### config.mk
export PLATFORM = sky130hd
export DESIGN_NAME = lvd_regblock
export DESIGN_NICKNAME = d
export VERILOG_FILES = /design/src/rtl/lvd_pkg.sv /design/src/rtl/lvd_sync.sv /design/src/rtl/lvd_flag_unit.sv /design/src/rtl/lvd_regblock.sv
export SDC_FILE = /design/constraint.sdc
export NUM_CORES = 1
export LEC_CHECK = 0
export BUFFER_PORTS_ARGS = -buffer_cell sky130_fd_sc_hd__buf_4
export CAP_MARGIN = 0
export CORE_AREA = 2 2 39 41
export DETAILED_ROUTE_END_ITERATION = 10
export DIE_AREA = 0 0 41 43
export GPL_TIMING_DRIVEN = 0
export PLACE_DENSITY = 0.5
export REMOVE_ABC_BUFFERS = 1
export SYNTH_ARGS = -nofsm -noshare
export SYNTH_HDL_FRONTEND = slang
export SYNTH_SLANG_ARGS = --single-unit
### constraint.sdc
create_clock -name clk -period 0.8 [get_ports clk]
set_input_delay 0 -clock clk [delete_from_list [all_inputs] [get_ports clk]]
set_output_delay 0 -clock clk [all_outputs]
set_load 0.02 [all_outputs]
### src/rtl/lvd_pkg.sv
package lvd_pkg;

    localparam int DATA_W   = 8;
    localparam int STAT_BIT = 2;
    localparam int EN_BIT   = 1;
    localparam int FLAG_BIT = 0;

    typedef struct packed {
        logic status;
        logic en;
        logic flag;
    } ctrl_view_t;

    typedef struct packed {
        logic en;
        logic clr;
    } ctrl_wr_t;

    function automatic ctrl_wr_t decode_wr(input logic [DATA_W-1:0] d);
        ctrl_wr_t w;
        w.en  = d[EN_BIT];
        w.clr = d[FLAG_BIT];
        return w;
    endfunction

    function automatic logic [DATA_W-1:0] pack_view(input ctrl_view_t v);
        logic [DATA_W-1:0] b;
        b = '0;
        b[STAT_BIT] = v.status;
        b[EN_BIT]   = v.en;
        b[FLAG_BIT] = v.flag;
        return b;
    endfunction

endpackage

### src/rtl/lvd_sync.sv
module lvd_sync #(
    parameter int STAGES = 2
) (
    input  logic clk,
    input  logic rst,
    input  logic d_async,
    output logic q
);
    logic [STAGES-1:0] chain;

    generate
        if (STAGES == 1) begin : g_one
            always_ff @(posedge clk) begin
                if (rst) chain <= '0;
                else     chain <= d_async;
            end
        end else begin : g_many
            always_ff @(posedge clk) begin
                if (rst) chain <= '0;
                else     chain <= {chain[STAGES-2:0], d_async};
            end
        end
    endgenerate

    assign q = chain[STAGES-1];
endmodule

### src/rtl/lvd_flag_unit.sv
module lvd_flag_unit
    import lvd_pkg::*;
(
    input  logic     clk,
    input  logic     rst,
    input  logic     status,
    input  logic     wr_ctrl,
    input  ctrl_wr_t wr_fields,
    input  logic     lp_enter,
    output logic     en,
    output logic     flag,
    output logic     irq
);
    logic prev_status;
    logic change;
    logic clr_req;

    assign change  = status ^ prev_status;
    assign clr_req = wr_ctrl && wr_fields.clr;

    always_ff @(posedge clk) begin
        if (rst) begin
            prev_status <= 1'b0;
            en          <= 1'b0;
            flag        <= 1'b0;
            irq         <= 1'b0;
        end else begin
            prev_status <= status;
            if (wr_ctrl) en <= wr_fields.en;
            if (change)       flag <= 1'b1;
            else if (clr_req) flag <= 1'b0;
            irq <= en && flag;
        end
    end


    flag_set_chk: assert property (@(posedge clk) disable iff (rst)
        change |=> flag);


    set_wins_chk: assert property (@(posedge clk) disable iff (rst)
        (change && clr_req) |=> flag);


    flag_hold_chk: assert property (@(posedge clk) disable iff (rst)
        (flag && !clr_req) |=> flag);


    lp_keep_chk: assert property (@(posedge clk) disable iff (rst)
        (lp_enter && flag && !clr_req) |=> flag);


    irq_rise_chk: assert property (@(posedge clk) disable iff (rst)
        (en && flag) |=> irq);


    irq_fall_chk: assert property (@(posedge clk) disable iff (rst)
        !(en && flag) |=> !irq);
endmodule

### src/rtl/lvd_regblock.sv
module lvd_regblock
    import lvd_pkg::*;
#(
    parameter int ADDR_W      = 2,
    parameter int CTRL_ADDR   = 1,
    parameter int TEST_ADDR   = 0,
    parameter int SYNC_STAGES = 2
) (
    input  logic              clk,
    input  logic              rst,
    input  logic [ADDR_W-1:0] addr,
    input  logic              wr_en,
    input  logic [7:0]        wr_data,
    output logic [7:0]        rd_data,
    input  logic              lp_enter,
    input  logic              vdet_async,
    output logic              irq
);
    localparam logic [ADDR_W-1:0] CTRL_A = ADDR_W'(CTRL_ADDR);
    localparam logic [ADDR_W-1:0] TEST_A = ADDR_W'(TEST_ADDR);

    logic       status;
    logic       wr_ctrl;
    ctrl_wr_t   wr_fields;
    ctrl_view_t view;

    lvd_sync #(.STAGES(SYNC_STAGES)) u_sync (
        .clk     (clk),
        .rst     (rst),
        .d_async (vdet_async),
        .q       (status)
    );

    assign wr_ctrl   = wr_en && (addr == CTRL_A);
    assign wr_fields = decode_wr(wr_data);

    lvd_flag_unit u_flag (
        .clk       (clk),
        .rst       (rst),
        .status    (status),
        .wr_ctrl   (wr_ctrl),
        .wr_fields (wr_fields),
        .lp_enter  (lp_enter),
        .en        (view.en),
        .flag      (view.flag),
        .irq       (irq)
    );

    assign view.status = status;

    // The test register holds no state: reads give zero.
    always_comb begin
        rd_data = '0;
        if (addr == CTRL_A) rd_data = pack_view(view);
    end


    test_zero_chk: assert property (@(posedge clk) disable iff (rst)
        (addr == TEST_A) |-> (rd_data == 8'h00));


    upper_zero_chk: assert property (@(posedge clk) disable iff (rst)
        rd_data[7:3] == 5'b0);
endmodule

# After elaboration in Yosys (flattened, before gate mapping)
# Cells that the tools add are included.
# word_totals
regBits	6
wordCells	14
input_bits	15
output_inout_bits	9
# classes
n_reduce_logical	4
n_eq_ne	1
n_bitwise	1
n_mux	3
# ops
op	n
$logic_and 1x1->1	3
$mux 3	1
$eq 2x1->1 const B	1
$mux 1	2
$reduce_bool 2->1	1
$xor 1x1->1	1

# Depth between registers and ports, before layout
# logic_depth
word_depth	5
depth_mapped	2
ltp_nobuf	2

# Hierarchy
# From an unflattened synthesis, not the netlist that was laid out.
# unflattened
hier_cells	26
hier_area_um2	260.2
# modules_own_cells
module	seq_area_each_um2	area_each_um2	instances	cells_per_inst
lvd_flag_unit	80.1	131.4	1	12
lvd_regblock	0.0	76.3	1	10
lvd_sync	40.0	52.6	1	4

# Worst setup path after synthesis
# OpenSTA, ideal clock, no wires.
# synth_timing
kind	register -> register
startpoint	reg u_sync.chain[1]
endpoint	reg u_flag.flag
path_buffers	0
setup_slack_ps	172
t_arrival_ps	508
stages_incl_launch_ff	3
cell_sequence	dfxtp_1 -> xnor2_1 -> o22ai_1
# synth_between
elab_chain_len	2
elab_cells_between_ends	3
# synth_rtl
item	line_no	text
start: declaration	lvd_sync.sv:9	logic [STAGES-1:0] chain;
start signal: assignment	lvd_sync.sv:20	else chain <= {chain[STAGES-2:0], d_async};
$xor 1x1->1 *	lvd_flag_unit.sv:18	assign change = status ^ prev_status;
$mux 1 / $reduce_bool 2->1 (equally long branches)	--	
end signal: assignment	lvd_flag_unit.sv:25	flag <= 1'b0;
end signal: assignment	lvd_flag_unit.sv:30	if (change) flag <= 1'b1;
end signal: assignment	lvd_flag_unit.sv:31	else if (clr_req) flag <= 1'b0;
end: declaration	lvd_flag_unit.sv:11	output logic flag,
# Every way passes the cells marked *; elsewhere a longest branch is shown, timed or not.
# A chain may end at the register's enable or synchronous reset.

# Final worst setup path
# layout_timing
startpoint	reg u_sync.chain[1]
endpoint	out rd_data[2]
# layout_between
elab_chain_len	1
# layout_rtl
item	line_no	text
$mux 3	lvd_regblock.sv:54	if (addr == CTRL_A) rd_data = pack_view(view);
end: declaration	lvd_regblock.sv:14	output logic [7:0] rd_data,
# No other way between the ends.

==> results.sh <==
export IMPL_dp_cells=55
export IMPL_grt_pass1_vias=224
export IMPL_path_cells="and2_4 > buf_6"
export IMPL_max_cap_violations=0
export IMPL_gp_congestion=0.6114
export IMPL_worstSetupStartpoint="u_sync.chain[1]$_SDFF_PP0_"
export IMPL_cts_num_sinks=6
export IMPL_synth_edff_count=0
export IMPL_ant_nets=0
export IMPL_cp_end_kind="output pin"
export IMPL_r2r_start="u_sync.chain[1]$_SDFF_PP0_"
export IMPL_grt_pass1_wl_um=807
export IMPL_vias_per_cell=3.532
export IMPL_max_freq_mhz=1249
export IMPL_violations="setup timing"
export IMPL_worst_setup_path_type="reg2out"
export IMPL_grt_max_degree=8
export IMPL_wire_per_inst_um=7.468
export IMPL_power_density_nw_per_um2=1559
export IMPL_cp_start_kind="flip-flop"
export IMPL_synthDominantCellAreaShare_pct=43.84
export IMPL_pre_cts_ws_ps=137.4
export IMPL_setup_slack_ps=-0.5875
export IMPL_cts_root_buf="clkbuf_4"
export IMPL_fin_crit_sh_pct=100.1
export IMPL_drt_first_pass_iters=1
export IMPL_avgSynthCellArea_um2=9.449
export IMPL_holdCritStartpoint="wr_data[1]"
export IMPL_syn_inst=29
export IMPL_routed_wl_um=463
export IMPL_core_um2=1384
export IMPL_rows=14
export IMPL_drc=0
export IMPL_drive_gt1_share_pct=52.17
export IMPL_yosys_top_cells_count="6 x dfxtp_1, 5 x buf_4, 4 x nor2b_1, 3 x and2_1, 3 x nand2b_1"
export IMPL_path_clk_slew_ps=40
export IMPL_path_delay_family="flip-flops"
export IMPL_overflow=0
export IMPL_cts_tree="yes"
export IMPL_crit_slowest_cell="dfxtp_2"
export IMPL_period_minus_slack_ps=800.6
export IMPL_synth_most_common_cell="dfxtp_1"
export IMPL_seq_area_frac_synth_pct=43.84
export IMPL_ir_worst_vdd_v=0.0007213
export IMPL_final_cells=62
export IMPL_antenna_cells=0
export IMPL_drv_slew=0
export IMPL_synthArstFlopShare_pct=0
export IMPL_setup_viol=1
export IMPL_status="finished, violations left"
export IMPL_vias=219
export IMPL_placed_area_um2=354.1
export IMPL_htree_levels=1
export IMPL_fin_area_um2=451.7
export IMPL_hold_class="in2reg"
export IMPL_path_max_fanout=3
export IMPL_netlist_area_um2=274.0
export IMPL_die_area_um2=1763
export IMPL_grt_use_total_pct=7.351
export IMPL_worst_ep_arrival_time_ps=800
export IMPL_critPathMaxStageDelay_ps=310
export IMPL_synth_cell_types=13
export IMPL_insertion_delay_ps=240
export IMPL_grt_setup_unrepaired="yes"
export IMPL_dp_final_hpwl_um=337.5
export IMPL_die_w_um=41
export IMPL_cp_num_buf_inv=1
export IMPL_antenna_found_initial=0
export IMPL_cp_required_ps=800
export IMPL_tns_ps=-0.5875
export IMPL_synthFlopType="dfxtp_1"
export IMPL_hold_viol=0
export IMPL_finClkSkew_ps=0.5681
export IMPL_p_leak_nw=0.2212
export IMPL_cts_max_path_buffers=2
export IMPL_cts_buffers=3
export IMPL_area_delta_synth_final_pct=64.84
export IMPL_portBuffers=11
export IMPL_synth_top_cells_by_area="dfxtp_1 44%, buf_4 14%, nor2b_1 9.1%"
export IMPL_ys_warn_count=0
export IMPL_fin_nets=63
export IMPL_synth_top_area_cell="dfxtp_1"
export IMPL_pin_count=24
export IMPL_ys_ff_latch=6
export IMPL_nFillCells=152
export IMPL_start_util_pct=19.80
export IMPL_die_h_um=43
export IMPL_power_mw=0.7043
export IMPL_first_iter_violations=0
-- timing repair --
item                                    4_1_cts  5_1_grt
pin swaps                                     0        1
gates cloned                                  0        0
endpoints found under the setup margin        3        5
setup buffers                                 2        1
resized for setup                             9        3
hold buffers                                  2        0
endpoints found under the hold margin         3        0
-- layout make-up --
cell class	instances	area [um^2]	area share (%)
Multi-Input combinational cell	21	150.1	33.24
Timing Repair Buffer	15	131.4	29.09
Sequential cell	6	123.9	27.42
Clock buffer	3	22.52	4.986
Tap cell	16	20.02	4.432
Inverter	1	3.754	0.8310
-- cells by family after synthesis --
family,count (synthesis),share of synthesized area (%)
other,1,1.369
muxes,1,3.653
xor gates and xnor gates,1,3.197
buffers and inverters,6,15.07
and+or+nand+nor,13,30.59
DFF,6,43.84
AOI/OAI and AO/OA,1,2.285
-- flip-flops by register name, summed over array words and instances, names as in the netlist --
name                count
u_flag.prev_status      1
u_flag.irq              1
u_sync.chain            2
u_flag.flag             1
u_flag.en               1
-- stage by stage --
step / utilization, % / hold WS (ps)
final: 32.64 / 21.28
after global routing: 32.64 / 48.70
after CTS: 31.37 / 13.88
after detailed placement: 25.59 / 217.9
after global placement: 25.59 / 210.0
after floorplan: - / 71.61
-- power by group --
group          leakage, nW  internal [mW]  switching (mW)
Combinational        0.157         0.0644          0.0518
Clock               0.0138          0.169          0.0998
Sequential          0.0503          0.314         0.00525
Total                0.221          0.547           0.157
-- worst register-to-register path: cells and delay by family, from the launching register on --
kind | cells | cell delay, ps
buffers and inverters | 1 | 130
AOI/OAI and AO/OA | 1 | 140
xor gates and xnor gates | 1 | 120
DFF | 1 | 310
-- metal layers --
metal	global-route usage, %	up-vias	routed length, um
met5	0	-	0
met3	3.141	2	25
met1	6.818	94	188
met2	10.63	8	241
li1	-	115	-
met4	8.000	0	8
-- cells in the final DEF (no fill, tap or decap) --
cell / n
and2_4: 3
and4b_1: 1
buf_4: 10
buf_6: 3
clkbuf_4: 3
conb_1: 5
dfxtp_1: 3
dfxtp_2: 3
dlygate4sd3_1: 1
dlymetal6s4s_1: 1
inv_1: 1
mux2i_1: 1
nand2b_1: 2
nand2b_4: 1
nand3b_1: 1
nor2_1: 1
nor2b_1: 4
o22ai_1: 1
xnor2_2: 1
-- final timing paths --
check	cells after the start	to	slack (ps)
max	2	rd_data[2]	-0.6
min	3	u_flag.en$_SDFFE_PP0P_	20
max reg2reg	3	u_flag.flag$_SDFFE_PP0P_	20
min reg2reg	1	u_sync.chain[1]$_SDFF_PP0_	430
Power figures use the tool's default switching activity.
